### src/rtl/hbf_pkg.sv
package hbf_pkg;
  // access kind, encoded {read, command}
  localparam logic [1:0] KIND_DATA_WR = 2'b00;
  localparam logic [1:0] KIND_CMD_WR  = 2'b01;
  localparam logic [1:0] KIND_DATA_RD = 2'b10;
  localparam logic [1:0] KIND_STAT_RD = 2'b11;

  function automatic logic [1:0] make_kind(input logic is_read, input logic a0_lvl);
    return {is_read, ~a0_lvl};
  endfunction
endpackage

### src/rtl/hbf_sync.sv
// Multi-stage synchronizer with one extra history stage for edge detection.
module hbf_sync #(
  parameter int W      = 1,
  parameter int STAGES = 2
) (
  input  logic         clk,
  input  logic         rst_n,
  input  logic [W-1:0] d,
  output logic [W-1:0] q,
  output logic [W-1:0] q_d
);
  logic [STAGES:0][W-1:0] chain;

  always_ff @(posedge clk or negedge rst_n) begin
    if (!rst_n) chain <= '0;
    else        chain <= {chain[STAGES-1:0], d};
  end

  assign q   = chain[STAGES-1];
  assign q_d = chain[STAGES];
endmodule

### src/rtl/hbf_par.sv
// Parallel strobe decoder for both bus styles (combinational, synced inputs).
module hbf_par (
  input  logic en,
  input  logic is_68,
  input  logic cs_now,
  input  logic cs_prev,
  input  logic strb_a,
  input  logic strb_a_d,
  input  logic strb_b,
  input  logic strb_b_d,
  output logic ev_wr,
  output logic ev_rd,
  output logic rd_active
);
  logic held_sel, rd_now, rd_prev, wr_end;

  always_comb begin
    held_sel = en & cs_now & cs_prev;
    if (is_68) begin
      rd_now  = strb_a & strb_b;
      rd_prev = strb_a_d & strb_b_d;
      wr_end  = ~strb_a & strb_a_d & ~strb_b_d;
    end else begin
      rd_now  = ~strb_a;
      rd_prev = ~strb_a_d;
      wr_end  = strb_b & ~strb_b_d;
    end
    ev_wr     = held_sel & wr_end;
    ev_rd     = held_sel & rd_now & ~rd_prev;
    rd_active = en & cs_now & rd_now;
  end
endmodule

### src/rtl/hbf_ser.sv
// Serial receiver: MSB first, byte and flag taken on the last clock of a byte.
module hbf_ser #(
  parameter int DATA_W = 8
) (
  input  logic              clk,
  input  logic              rst_n,
  input  logic              en,
  input  logic              cs,
  input  logic              sck,
  input  logic              sck_d,
  input  logic              sdi,
  input  logic              flag,
  output logic              ev,
  output logic [DATA_W-1:0] byte_o,
  output logic              flag_o
);
  localparam int CNT_W = $clog2(DATA_W);
  localparam logic [CNT_W-1:0] LAST = CNT_W'(DATA_W - 1);

  logic [DATA_W-1:0] sh_q, sh_n;
  logic [CNT_W-1:0]  cnt_q, cnt_n;
  logic              rise;

  always_comb begin
    rise   = en & cs & sck & ~sck_d;
    sh_n   = sh_q;
    cnt_n  = cnt_q;
    ev     = 1'b0;
    byte_o = {sh_q[DATA_W-2:0], sdi};
    flag_o = flag;
    if (!en || !cs) begin
      sh_n  = '0;
      cnt_n = '0;
    end else if (rise) begin
      sh_n  = {sh_q[DATA_W-2:0], sdi};
      cnt_n = (cnt_q == LAST) ? '0 : cnt_q + 1'b1;
      ev    = (cnt_q == LAST);
    end
  end

  always_ff @(posedge clk or negedge rst_n) begin
    if (!rst_n) begin
      sh_q  <= '0;
      cnt_q <= '0;
    end else begin
      sh_q  <= sh_n;
      cnt_q <= cnt_n;
    end
  end
endmodule

### src/rtl/hostbus_front.sv
module hostbus_front #(
  parameter int DATA_W      = 8,
  parameter int SYNC_STAGES = 2,
  parameter int SDI_BIT     = 7,
  parameter int SCK_BIT     = 6
) (
  input  logic              clk,
  input  logic              rst_n,
  input  logic              cs1_n,
  input  logic              cs2,
  input  logic              par_mode,
  input  logic              m68_mode,
  input  logic              a0,
  input  logic              rd_e,
  input  logic              wr_rw,
  input  logic [DATA_W-1:0] bus_in,
  output logic [DATA_W-1:0] bus_out,
  output logic              bus_oe,
  input  logic [DATA_W-1:0] rd_byte,
  input  logic              busy,
  output logic              xfer_valid,
  output logic [1:0]        xfer_kind,
  output logic [DATA_W-1:0] xfer_byte
);
  import hbf_pkg::*;

  localparam int SW = DATA_W + 4;

  logic [SW-1:0]     raw, s, s_d;
  logic              cs_s, cs_sd, a0_s, ra_s, ra_sd, wb_s, wb_sd;
  logic [DATA_W-1:0] bus_s;
  logic              p_wr, p_rd, p_oe;
  logic              s_ev, s_flag;
  logic [DATA_W-1:0] s_byte;
  logic              v_n;
  logic [1:0]        k_n;
  logic [DATA_W-1:0] b_n;

  assign raw = {~cs1_n & cs2, a0, rd_e, wr_rw, bus_in};

  hbf_sync #(.W(SW), .STAGES(SYNC_STAGES)) u_sync (
    .clk(clk), .rst_n(rst_n), .d(raw), .q(s), .q_d(s_d)
  );

  assign {cs_s, a0_s, ra_s, wb_s, bus_s} = s;
  assign cs_sd = s_d[SW-1];
  assign ra_sd = s_d[DATA_W+1];
  assign wb_sd = s_d[DATA_W];

  hbf_par u_par (
    .en(par_mode), .is_68(m68_mode), .cs_now(cs_s), .cs_prev(cs_sd),
    .strb_a(ra_s), .strb_a_d(ra_sd), .strb_b(wb_s), .strb_b_d(wb_sd),
    .ev_wr(p_wr), .ev_rd(p_rd), .rd_active(p_oe)
  );

  hbf_ser #(.DATA_W(DATA_W)) u_ser (
    .clk(clk), .rst_n(rst_n), .en(~par_mode), .cs(cs_s),
    .sck(bus_s[SCK_BIT]), .sck_d(s_d[SCK_BIT]), .sdi(bus_s[SDI_BIT]),
    .flag(a0_s), .ev(s_ev), .byte_o(s_byte), .flag_o(s_flag)
  );

  // next-state for the output pulse register
  always_comb begin
    v_n = 1'b0;
    k_n = KIND_DATA_WR;
    b_n = '0;
    if (par_mode) begin
      if (p_wr) begin
        v_n = 1'b1;
        k_n = make_kind(1'b0, a0_s);
        b_n = bus_s;
      end else if (p_rd) begin
        v_n = 1'b1;
        k_n = make_kind(1'b1, a0_s);
      end
    end else if (s_ev) begin
      v_n = 1'b1;
      k_n = make_kind(1'b0, s_flag);
      b_n = s_byte;
    end
  end

  always_ff @(posedge clk or negedge rst_n) begin
    if (!rst_n) begin
      xfer_valid <= 1'b0;
      xfer_kind  <= KIND_DATA_WR;
      xfer_byte  <= '0;
    end else begin
      xfer_valid <= v_n;
      if (v_n) begin
        xfer_kind <= k_n;
        xfer_byte <= b_n;
      end
    end
  end

  assign bus_oe  = p_oe;
  assign bus_out = !p_oe ? '0 :
                   a0_s  ? rd_byte : {busy, {(DATA_W-1){1'b0}}};
endmodule

### config.mk
export PLATFORM = sky130hd
export DESIGN_NAME = hostbus_front
export DESIGN_NICKNAME = d
export VERILOG_FILES = /design/src/rtl/hbf_pkg.sv /design/src/rtl/hbf_sync.sv /design/src/rtl/hbf_par.sv /design/src/rtl/hbf_ser.sv /design/src/rtl/hostbus_front.sv
export SDC_FILE = /design/constraint.sdc
export NUM_CORES = 1
export LEC_CHECK = 0
export ABC_AREA = 1
export BUFFER_PORTS_ARGS = -buffer_cell sky130_fd_sc_hd__buf_2
export CAP_MARGIN = 20
export CORE_ASPECT_RATIO = 1.2
export CORE_UTILIZATION = 45
export CTS_BUF_LIST = sky130_fd_sc_hd__clkbuf_4 sky130_fd_sc_hd__clkbuf_8
export CTS_CLUSTER_DIAMETER = 80
export DETAILED_ROUTE_END_ITERATION = 16
export MAX_ROUTING_LAYER = met4
export PLACE_DENSITY = 0.69
export SLEW_MARGIN = 20
export SYNTH_ARGS = -nofsm -noshare
export SYNTH_HDL_FRONTEND = slang
export SYNTH_SLANG_ARGS = --single-unit
### constraint.sdc
create_clock -name clk -period 2.54 [get_ports clk]
set_input_delay 0.381 -clock clk [delete_from_list [all_inputs] [get_ports clk]]
set_output_delay 0.381 -clock clk [all_outputs]
set_load 0.05 [all_outputs]
Word-level counts from Yosys, hierarchy flattened
Index checks and enable logic that the tools add are counted.
W data, S select, Z words.
{ "op_classes": {"n_addsub": 1, "n_eq_ne": 1, "n_mux": 23, "bitwise": 23, "reduce_logical": 3} }
{ "op_table": {"columns": ["cell", "count"], "rows": [
  ["$mux W8", 5],
  ["$and A1 B1 Y1", 15],
  ["$mux W7", 2],
  ["$mux W1", 10],
  ["$mux W3", 3],
  ["$not A1 Y1", 8],
  ["$mux W2", 3],
  ["$add A3 B1 Y3 const B", 1],
  ["$eq A3 B3 Y1 const B", 1],
  ["$reduce_bool A2 Y1", 1],
  ["$logic_not A1 Y1", 1],
  ["$logic_or A1 B1 Y1", 1]
]} }
{ "word_totals": {"regBits": 57, "inputBits": 26, "out_inout_bits": 20, "word_cells": 59} }

Longest topological paths before layout
Gate-level depths: netlist (run 1).
{ "depth": {"word_depth": 8, "ltp_mapped": 9, "depth_no_buf": 9} }

By module
A second synthesis (run 1) with hierarchy kept.
{ "unflattened": {"cells_unflattened": 232, "area_unflattened_um2": 2294.7} }
{ "modules_own_cells": {"columns": ["mod", "n_inst", "cells_per_inst", "area_per_inst_um2", "seq_area_each_um2"], "rows": [
  ["hbf_sync", 1, 60, 1081.0, 900.9],
  ["hostbus_front", 1, 93, 640.6, 275.3],
  ["hbf_ser", 1, 56, 480.5, 250.2],
  ["hbf_par", 1, 23, 92.6, 0.0]
]} }

Worst setup path after synthesis (run 1)
No wires, ideal clock.
{ "synth_timing": {"path_kind": "register -> output", "startpoint": "register u_sync.chain (netlist bit u_sync.q[11])", "endpoint": "output port bus_out[7]", "arrival_time_ps": 2176, "required_ps": 2159, "slack_ps": -17, "path_stages_with_launch": 5, "n_path_buf": 0, "cell_sequence": "dfrtp_1 > inv_1 > nor3_2 > inv_2 > a21oi_1"} }
{ "synth_via": {"elab_chain_len": 3} }
{ "synth_lines": {"columns": ["element", "line", "rtl"], "rows": [
  ["start, declared", "hbf_sync.sv:12", "logic [STAGES:0][W-1:0] chain;"],
  ["start signal, assigned", "hbf_sync.sv:16", "else chain <= {chain[STAGES-1:0], d};"],
  ["$and A1 B1 Y1 (2 in a row)", "hbf_par.sv:30", "rd_active = en & cs_now & rd_now;"],
  ["net bus_oe", "hostbus_front.sv:18", "output logic bus_oe,"],
  ["$mux W8", "hostbus_front.sv:98", "assign bus_out = !p_oe ? '0 :"],
  ["end, declared", "hostbus_front.sv:17", "output logic [DATA_W-1:0] bus_out,"]
]} }
The timed path passes the listed nets, and every way through them passes these cells.

Worst setup path in the final report (run 1)
{ "layout_timing": {"startpoint": "register u_sync.chain (netlist bit u_sync.q[11])", "endpoint": "output port bus_out[7]"} }
{ "layout_via": {"elab_chain_len": 3} }
{ "layout_lines": {"columns": ["element", "line"], "rows": [
  ["$and A1 B1 Y1 (2 in a row)", "hbf_par.sv:30"],
  ["$mux W8", "hostbus_front.sv:98"]
]} }
Every way passes these cells.

==> impl_metrics.csv, run 1 <==
group,metric,value,unit
power_and_ir_drop,pwr-share-comb,12.2,%
worst_setup_path,worstSetupPathType,"reg2out",
clock_network,cts_tree,"built",
hold_path,worst_hold_path_type,"in2reg",
power_and_ir_drop,vdd_ir_drop_max,0.425,mV
clock_network,post-cts-setup-buffers,0,
floorplan,rows,25,
power_and_ir_drop,power_switching,396,uW
timing,min_period_over_period,73.3,%
floorplan,io_pins,46,
clock_network,clk_pin_slew,80,ps
floorplan,die_w,61.6,um
route,vias,1326,
global_routing,grt_pass1_wl,5.26,mm
cells_and_area,fillCellCount,359,
timing,final_max_slew_viol_count,0,
worst_setup_path,crit_fanout,8,
route,drt-total-wl,3.08,mm
clock_network,numCtsBuffers,5,
synthesis,ys_warn_count,0,
cells_and_area,layout.nets,259,
hold_path,min-delay-start,"a0",
synthesis,synth_fp_nets,208,
synthesis,syn_area_per_cell,10.7,sq um
cells_and_area,post-route-util,57.6,%
cells_and_area,drive_gt1_share,29.9,%
cells_and_area,syn_to_final_growth,20.2,%
timing,relSlewSlack,78.0,%
synthesis,synth_cell_type_count,22,
floorplan,start_util,47.9,%
synthesis,ys_seq_elements,49,
cells_and_area,diodes,0,
global_routing,grt_overflow,0,
timing,skew,6.36,ps
power_and_ir_drop,p_clk_share,33.4,%
route,drc,0,
flow_run,cap_violations,0,
worst_setup_path,crit_arrival,1480,ps
clock_network,cts_resized,0,
timing,worst_pin_slew,329,ps
cells_and_area,final_cell_area,2310,sq um
global_routing,grt_usage,16.5,%
worst_setup_path,crit_path_start_kind,"flop",
synthesis,yosysSeqAreaShare,63.9,%
global_routing,grt_max_degree,25,
timing,hold_violations,0,
synthesis,synthCells,180,
worst_setup_path,r2r_start,"u_ser.cnt_q[0]$_DFFE_PN0P_",
timing,min_period,1860,ps
route,detail_route.wl_per_cell,10.8,um
route,drt_first_pass_iters,4,
place,placed_area,2190,sq um
timing,fin_ws,679,ps
clock_network,clkSinkCount,49,
power_and_ir_drop,pwr-share-seq,54.3,%
route,ant_nets,0,
floorplan,die_area,4530,sq um
timing,fin_tns_setup,0,ps
clock_network,cts_buffer_depth,2,
worst_setup_path,crit_path_top_delay_cell,"dfrtp_1",
power_and_ir_drop,leakagePower,0.00124,uW
clock_network,root_buffer,"clkbuf_8",
timing,setup_violations,0,
floorplan,die_height,73.5,um
floorplan,fp.coreArea,4000,sq um
worst_setup_path,cp-startpoint,"u_sync.q[11]$_DFF_PN0_",
route,drtIter0Drc,24,
global_routing,grt_pass1_vias,1216,
worst_setup_path,crit_buf_inv,3,
place,preCtsSetupSlack,852,ps
worst_setup_path,critical-path-top-delay-family,"flip-flops",
clock_network,clock_latency,300,ps
route,via_per_inst,4.65,
place,hpwl,2.26,mm
synthesis,syn-cell-area,1920,sq um
worst_setup_path,critPathRequiredTime,2160,ps
global_routing,antenna_found_initial,0,
power_and_ir_drop,switching_share,25.5,%
timing,rsz0062_at_grt,"false",
place,io_buffers,45,
power_and_ir_drop,intPower,1160,uW
place,gp_congestion,0.848,
worst_setup_path,slowest_delay,440,ps
worst_setup_path,path_cells,"inv_1 > nor3_2 > inv_2 > a21oi_2 > buf_2",
clock_network,cts-htree-levels,2,
run_status,status,"complete, no violations",
timing,max_freq,537,MHz
power_and_ir_drop,power_density,674,nW/um^2
worst_setup_path,end_kind,"output port",
==> state kept, by name, summed over array words and instances, names as in the netlist <==
register	count
u_sync.chain	12
xfer_valid	1
xfer_byte	8
xfer_kind	2
u_sync.q	12
u_ser.cnt_q	3
u_ser.sh_q	7
u_sync.q_d	4
==> metal layers <==
layer / GRT usage, % / share of wire, % / vias up
met4: 8.64 / 2.0 / 0
met3: 3.70 / 5.6 / 7
met2: 25.2 / 45 / 46
li1: - / - / 674
met5: - / 0 / -
met1: 20.4 / 47 / 599
==> final timing paths <==
kind                       cells past startpoint                          to  slack [ps]
setup / recovery                               5                  bus_out[7]         680
hold / removal                                 1  u_sync.chain[10]$_DFF_PN0_         190
setup reg to reg                               6    xfer_kind[0]$_DFFE_PN0P_        1180
hold reg to reg                                0      u_sync.q[11]$_DFF_PN0_         350
max in group asynchronous                      3   u_ser.sh_q[1]$_DFFE_PN0P_        1480
min in group asynchronous                      2   u_ser.sh_q[6]$_DFFE_PN0P_         480
==> timing repair <==
item,in CTS,in global routing
endpoints found under the setup margin,0,0
hold endpoints to repair,9,0
hold buffers,1,0
==> per-stage QoR <==
step,total power [uW],hold WS (ps),std cells
6_report,1550,187,285
5_1_grt,1620,173,285
4_1_cts,1570,176,285
3_5_place_dp,1050,268,277
3_3_place_gp,1050,263,277
2_1_floorplan,980,85.4,180
==> power by group through the flow <==
stage                     Sequential (uW)  Clock, uW  Combinational (uW)
after global routing                  851        562                 208
final                                 844        519                 190
after CTS                             845        534                 193
after floorplan                       927          0                53.3
after global placement                859          0                 190
after detailed placement              861          0                 191
==> area by class of cell <==
| cell class | instances | area, sq um | share of cell area, % |
|---|---|---|---|
| timing repair buffer | 48 | 250 | 10.8 |
| inverter | 28 | 105 | 4.56 |
| tap | 54 | 67.6 | 2.93 |
| multi-input combinational | 99 | 554 | 24.0 |
| clock buffer | 5 | 68.8 | 2.98 |
| clock inverter | 2 | 35.0 | 1.52 |
| sequential | 49 | 1230 | 53.1 |
==> Yosys cell counts <==
cell	instances	area, sq um
o21ai_0	7	35.0
o31ai_1	1	7.51
nand3_4	1	17.5
o21ai_1	2	10.0
inv_1	25	93.8
nand3_1	15	75.1
dfrtp_1	49	1230
ha_1	2	25.0
nor3_2	1	10.0
inv_2	3	11.3
nor2_4	2	22.5
nor2_8	1	20.0
nand2_2	1	6.26
nand2_1	35	131
nor2_1	9	33.8
buf_6	3	33.8
buf_1	1	3.75
nor2_2	1	6.26
nand2_4	4	45.0
o22ai_1	6	37.5
nand4_1	10	62.6
a21oi_1	1	5.00
==> cells by family after synthesis <==
| family | synth area share [%] |
|---|---|
| flip-flops | 63.9 |
| buffers and inverters | 7.43 |
| AND/OR/NAND/NOR | 22.4 |
| AO/OA/AOI/OAI | 4.95 |
| adder cells (fa/ha/maj) | 1.30 |
==> placed cells by master (no fill, tap or decap), types with 2 or more instances in the layout <==
master and count:
buf_2 45, o21ai_0 7, inv_1 25, o21ai_1 2
nand4_1 10, nand2_4 4, inv_2 3, nand2_1 35
nand3_1 15, nor2_1 9, ha_1 2, nor2_4 2
clkbuf_8 5, buf_4 2, o22ai_1 6, dfrtp_1 49
(Power assumes the default switching activity.)
==> inputs of run 2 (changes only) <==
--- a/config.mk
+++ b/config.mk
@@ -14,7 +14,7 @@
 export CTS_CLUSTER_DIAMETER = 80
 export DETAILED_ROUTE_END_ITERATION = 16
 export MAX_ROUTING_LAYER = met4
-export PLACE_DENSITY = 0.69
+export PLACE_DENSITY = 0.72
 export SLEW_MARGIN = 20
 export SYNTH_ARGS = -nofsm -noshare
 export SYNTH_HDL_FRONTEND = slang
==> constraint.sdc (replaced) <==
create_clock -name clk -period 1.7 [get_ports clk]
set_input_delay 0.255 -clock clk [delete_from_list [all_inputs] [get_ports clk]]
set_output_delay 0.255 -clock clk [all_outputs]
set_load 0.05 [all_outputs]
==> run 2 against run 1 <==
Against the previous run: worst hold slack got worse by 130 ps; highest routed layer unchanged; sequential cell count stayed put; combinational power increased by 63%; final cell count up 1.1%; clock power up 33%; via count grew 0.83%; die area did not move; the run now ends with setup timing left; clock skew fell by 1.8 ps; total power increased by 46%.
==> impl_metrics.csv, run 2 (same netlist as run 1, synthesis figures left out) <==
group,metric,value,unit
run_status,status,"finished, violations left",
run_status,violations,"setup timing",
route,drt-total-wl,3.30,mm
place,preCtsSetupSlack,183,ps
route,via_per_inst,4.64,
floorplan,start_util,47.9,%
cells_and_area,final_cell_area,2450,sq um
cells_and_area,drive_gt1_share,34.6,%
worst_setup_path,r2r_start,"u_ser.cnt_q[0]$_DFFE_PN0P_",
worst_setup_path,end_kind,"output port",
worst_setup_path,crit_path_start_kind,"flop",
clock_network,cts_buffer_depth,2,
clock_network,cts-htree-levels,2,
flow_run,cap_violations,0,
worst_setup_path,ff2ff_path_depth,6,
floorplan,io_pins,46,
route,drc,0,
global_routing,grt_overflow,0,
cells_and_area,final_common_cell,"dfrtp_1",
power_and_ir_drop,leakagePower,0.00125,uW
clock_network,clock_latency,300,ps
power_and_ir_drop,intPower,1610,uW
timing,setup_violations,8,
worst_setup_path,crit_fanout,8,
power_and_ir_drop,total_power,2260,uW
timing,skew,4.52,ps
route,drtIter0Drc,28,
hold_path,min-delay-start,"bus_in[4]",
timing,fin_ws,-45.9,ps
route,detail_route.wl_per_cell,11.5,um
route,ant_nets,0,
power_and_ir_drop,power_density,924,nW/um^2
worst_setup_path,ff2ff_setup_slack,310,ps
floorplan,die_w,61.6,um
global_routing,antenna_found_initial,0,
global_routing,grt_usage,17.0,%
place,io_buffers,45,
cells_and_area,mostFrequentLayoutCells,"49 x dfrtp_1, 37 x buf_2, 34 x nand2_1",
cells_and_area,diodes,0,
timing,max_freq,573,MHz
timing,worst_pin_slew,347,ps
route,vias,1337,
clock_network,root_buffer,"clkbuf_8",
hold_path,hold_depth,1,
power_and_ir_drop,pwr-share-seq,55.7,%
place,hpwl,2.27,mm
place,gp_congestion,0.783,
clock_network,numCtsBuffers,5,
timing,relSlewSlack,76.8,%
worst_setup_path,critPathRequiredTime,1440,ps
power_and_ir_drop,p_clk_share,30.6,%
worst_setup_path,r2r_end,"xfer_kind[0]$_DFFE_PN0P_",
worst_setup_path,crit_arrival,1490,ps
timing,min_period_over_period,103,%
route,drt_first_pass_iters,4,
hold_path,worst_hold_path_type,"in2reg",
power_and_ir_drop,switching_share,28.7,%
power_and_ir_drop,pwr-share-comb,13.7,%
floorplan,fp.coreArea,4000,sq um
floorplan,rows,25,
timing,min_period,1750,ps
timing,final_max_slew_viol_count,0,
cells_and_area,syn_to_final_growth,27.5,%
timing,hold_violations,0,
timing,rsz0062_at_grt,"true",
floorplan,die_height,73.5,um
power_and_ir_drop,vdd_ir_drop_max,0.524,mV
worst_setup_path,worstSetupPathType,"reg2out",
place,placed_area,2270,sq um
clock_network,clk_pin_slew,90,ps
cells_and_area,layout.nets,261,
global_routing,grt_pass1_vias,1299,
global_routing,grt_pass1_wl,5.42,mm
clock_network,clkSinkCount,49,
hold_path,min_to,"u_sync.chain[4]$_DFF_PN0_",
power_and_ir_drop,power_switching,649,uW
global_routing,grt_max_degree,50,
floorplan,die_area,4530,sq um
clock_network,cts_tree,"built",
## run 2: layout make-up
cell class	count	area [sq um]
fill	343	1560
sequential	49	1230
multi-input combinational	99	623
timing repair buffer	50	328
inverter	28	108
clock buffer	5	68.8
tap	54	67.6
clock inverter	3	26.3
## run 2: worst max-delay path by stage
stage / from / endpoint / slack, ps / depth (start not counted)
2_1_floorplan: u_sync.q[11]$_DFF_PN0_ / bus_out[7] / -130 / 4
3_3_place_gp: m68_mode / bus_out[7] / 200 / 8
3_5_place_dp: m68_mode / bus_out[7] / 180 / 8
4_1_cts: u_sync.q[9]$_DFF_PN0_ / bus_out[7] / -30 / 7
5_1_grt: u_sync.q[8]$_DFF_PN0_ / bus_out[7] / -140 / 7
6_report: u_sync.q[9]$_DFF_PN0_ / bus_out[7] / -50 / 7
## run 2: critical path, stage by stage, from the launching register on
cell	delay, ps
dfrtp_1	380
inv_1	60
nand2_1	80
nand2_2	80
nor3_4	160
inv_4	130
a21oi_4	130
buf_6	160
## run 2: stage by stage
step                      std cells  TNS, ps  hold WS [ps]  util, %
after floorplan                 180     -652         -40.6        -
after global placement          277        0           256     56.8
after detailed placement        277        0           257     56.8
after CTS                       288    -53.2          45.5     61.1
after global routing            288     -868          35.3     61.1
final                           288     -142          55.1     61.1
## run 2: layer usage
metal  track usage, %  routed length (um)  vias up
met3             5.28                 157        5
met5                -                   0        -
met4             5.93                  48        0
li1                 -                   -      678
met1             17.5                1440      614
met2             29.9                1650       40
## run 2: power by group through the flow
| stage | Sequential (uW) | Clock (uW) | Combinational [uW] |
|---|---|---|---|
| 2_1_floorplan | 1380 | 0 | 91.5 |
| 3_3_place_gp | 1280 | 0 | 300 |
| 3_5_place_dp | 1280 | 0 | 303 |
| 4_1_cts | 1260 | 714 | 312 |
| 5_1_grt | 1270 | 758 | 333 |
| 6_report | 1260 | 692 | 310 |
## run 2: timing repair
action                                 4_1_cts  5_1_grt
buffers inserted                             2        0
setup endpoints to repair                    8        8
hold buffers                                 1        0
pin swaps                                    1        0
gates resized for setup                     17        0
endpoints found under the hold margin       49        0
==> inputs of run 3 (changes only) <==
--- a/config.mk
+++ b/config.mk
@@ -9,12 +9,12 @@
 export BUFFER_PORTS_ARGS = -buffer_cell sky130_fd_sc_hd__buf_2
 export CAP_MARGIN = 20
 export CORE_ASPECT_RATIO = 1.2
-export CORE_UTILIZATION = 45
+export CORE_UTILIZATION = 49
 export CTS_BUF_LIST = sky130_fd_sc_hd__clkbuf_4 sky130_fd_sc_hd__clkbuf_8
 export CTS_CLUSTER_DIAMETER = 80
 export DETAILED_ROUTE_END_ITERATION = 16
 export MAX_ROUTING_LAYER = met4
-export PLACE_DENSITY = 0.72
+export PLACE_DENSITY = 0.77
 export SLEW_MARGIN = 20
 export SYNTH_ARGS = -nofsm -noshare
 export SYNTH_HDL_FRONTEND = slang
==> run 3 against run 2 <==
Against the previous run: count of clock-buffer cells in the layout increased by 1; highest routed layer unchanged; first-iteration DRC count decreased by 29%; the run still ends with setup timing left; combinational power decreased by 2%; critical path type unchanged; die area decreased by 7.9%; clock power increased by 3.5%.
==> impl_metrics.csv, run 3 (same netlist as run 1, synthesis figures left out) <==
group,metric,value,unit
cells_and_area,final_cell_area,2430,sq um
timing,fin_tns_setup,-122,ps
cells_and_area,fillCellCount,291,
place,io_buffers,45,
worst_setup_path,ff2ff_setup_slack,310,ps
run_status,status,"finished, violations left",
floorplan,fp.coreArea,3690,sq um
cells_and_area,syn_to_final_growth,26.9,%
floorplan,die_area,4170,sq um
cells_and_area,final_common_cell,"dfrtp_1",
floorplan,die_w,59.1,um
worst_setup_path,cp-startpoint,"u_sync.q[8]$_DFF_PN0_",
timing,min_period,1740,ps
timing,skew,6.64,ps
floorplan,rows,24,
global_routing,grt_pass1_vias,1297,
power_and_ir_drop,power_density,937,nW/um^2
power_and_ir_drop,intPower,1650,uW
worst_setup_path,crit_path_start_kind,"flop",
global_routing,grt_max_degree,50,
hold_path,min-delay-start,"bus_in[7]",
clock_network,clock_latency,300,ps
route,vias,1345,
clock_network,clk_pin_slew,90,ps
hold_path,min_to,"u_sync.chain[7]$_DFF_PN0_",
timing,worst_pin_slew,342,ps
floorplan,start_util,52.0,%
power_and_ir_drop,p_clk_share,31.4,%
power_and_ir_drop,pwr-share-seq,55.3,%
cells_and_area,diodes,0,
clock_network,root_buffer,"clkbuf_8",
place,gp_congestion,0.813,
timing,hold_violations,0,
worst_setup_path,end_kind,"output port",
hold_path,hold_depth,1,
clock_network,numCtsBuffers,5,
route,via_per_inst,4.74,
cells_and_area,drive_gt1_share,34.1,%
timing,setup_violations,4,
clock_network,clkSinkCount,49,
place,hpwl,2.25,mm
route,drt-total-wl,3.19,mm
worst_setup_path,r2r_end,"xfer_kind[0]$_DFFE_PN0P_",
timing,min_period_over_period,102,%
route,drt_first_pass_iters,4,
cells_and_area,layout.nets,259,
timing,max_freq,575,MHz
route,drc,0,
global_routing,grt_pass1_wl,5.48,mm
timing,final_max_slew_viol_count,0,
clock_network,cts-htree-levels,2,
worst_setup_path,r2r_start,"u_ser.cnt_q[0]$_DFFE_PN0P_",
worst_setup_path,crit_arrival,1480,ps
power_and_ir_drop,pwr-share-comb,13.3,%
cells_and_area,mostFrequentLayoutCells,"49 x dfrtp_1, 37 x buf_2, 34 x nand2_1",
power_and_ir_drop,vdd_ir_drop_max,0.699,mV
worst_setup_path,ff2ff_path_depth,6,
power_and_ir_drop,power_switching,633,uW
flow_run,cap_violations,0,
hold_path,worst_hold_path_type,"in2reg",
run_status,violations,"setup timing",
worst_setup_path,crit_fanout,8,
clock_network,cts_buffer_depth,2,
global_routing,grt_overflow,0,
clock_network,cts_tree,"built",
worst_setup_path,worstSetupPathType,"reg2out",
place,placed_area,2260,sq um
timing,fin_ws,-39.3,ps
floorplan,io_pins,46,
power_and_ir_drop,leakagePower,0.00125,uW
worst_setup_path,critPathRequiredTime,1440,ps
timing,rsz0062_at_grt,"true",
floorplan,die_height,70.6,um
route,ant_nets,0,
global_routing,grt_usage,18.0,%
timing,relSlewSlack,77.2,%
power_and_ir_drop,switching_share,27.8,%
route,drtIter0Drc,20,
route,detail_route.wl_per_cell,11.2,um
global_routing,antenna_found_initial,0,
[run 3: cell types whose count changed in the layout (fill, tap and decap cells not counted), sizes merged]
cell      delta
clkbuf       +1
clkinv       +1
buf          -2
clkinvlp     -2
[run 3: metal layers]
| metal | global-route usage [%] | share of wire (%) |
|---|---|---|
| met5 | - | 0 |
| met2 | 30.4 | 49 |
| met3 | 5.30 | 5.6 |
| met1 | 20.4 | 44 |
| met4 | 5.56 | 1.3 |
[run 3: critical path, cell delays in order, from the launching register on]
cell and delay, ps:
dfrtp_1 380, nand2_1 60, nand2_1 70, nand2_2 70, nor3_4 170, inv_4 130, a21oi_4 130, buf_6 170
[run 3: area by class of cell]
| cell class | count | area, sq um | area share [%] |
|---|---|---|---|
| Multi-Input combinational cell | 99 | 623 | 25.6 |
| Inverter | 28 | 108 | 4.42 |
| Tap cell | 52 | 65.1 | 2.67 |
| Clock inverter | 2 | 17.5 | 0.719 |
| Clock buffer | 6 | 82.6 | 3.39 |
| Timing Repair Buffer | 48 | 313 | 12.8 |
| Sequential cell | 49 | 1230 | 50.4 |
[run 3: worst max path at each step]
stage / endpoint / slack [ps] / cells past startpoint
floorplan: bus_out[7] / -130 / 4
global placement: bus_out[7] / 190 / 8
detailed placement: bus_out[7] / 150 / 8
CTS: bus_out[7] / -70 / 7
global route: bus_out[1] / -160 / 7
finish: bus_out[7] / -40 / 7
[run 3: power by group through the flow]
stage / logic [uW] / clock network, uW / registers, uW
5_1_grt: 329 / 788 / 1270
4_1_cts: 306 / 736 / 1260
3_5_place_dp: 299 / 0 / 1290
3_3_place_gp: 295 / 0 / 1280
6_report: 305 / 716 / 1260
2_1_floorplan: 91.5 / 0 / 1380
[run 3: metrics by stage]
stage	util (%)	hold slack, ps	setup slack, ps	power [uW]	instances
finish	65.9	55.2	-39.3	2280	284
global route	65.9	33.5	-158	2390	284
CTS	65.7	47.7	-68.4	2300	283
detailed placement	61.3	255	152	1590	274
global placement	61.3	254	193	1580	274
floorplan	-	-40.6	-125	1480	180
[run 3: what timing repair did]
item / CTS / global route
hold endpoints to repair: 49 / 0
hold buffers: 1 / 0
pin swaps: 3 / 0
endpoints found under the setup margin: 8 / 9
gates resized for setup: 17 / 0
setup buffers: 0 / 1
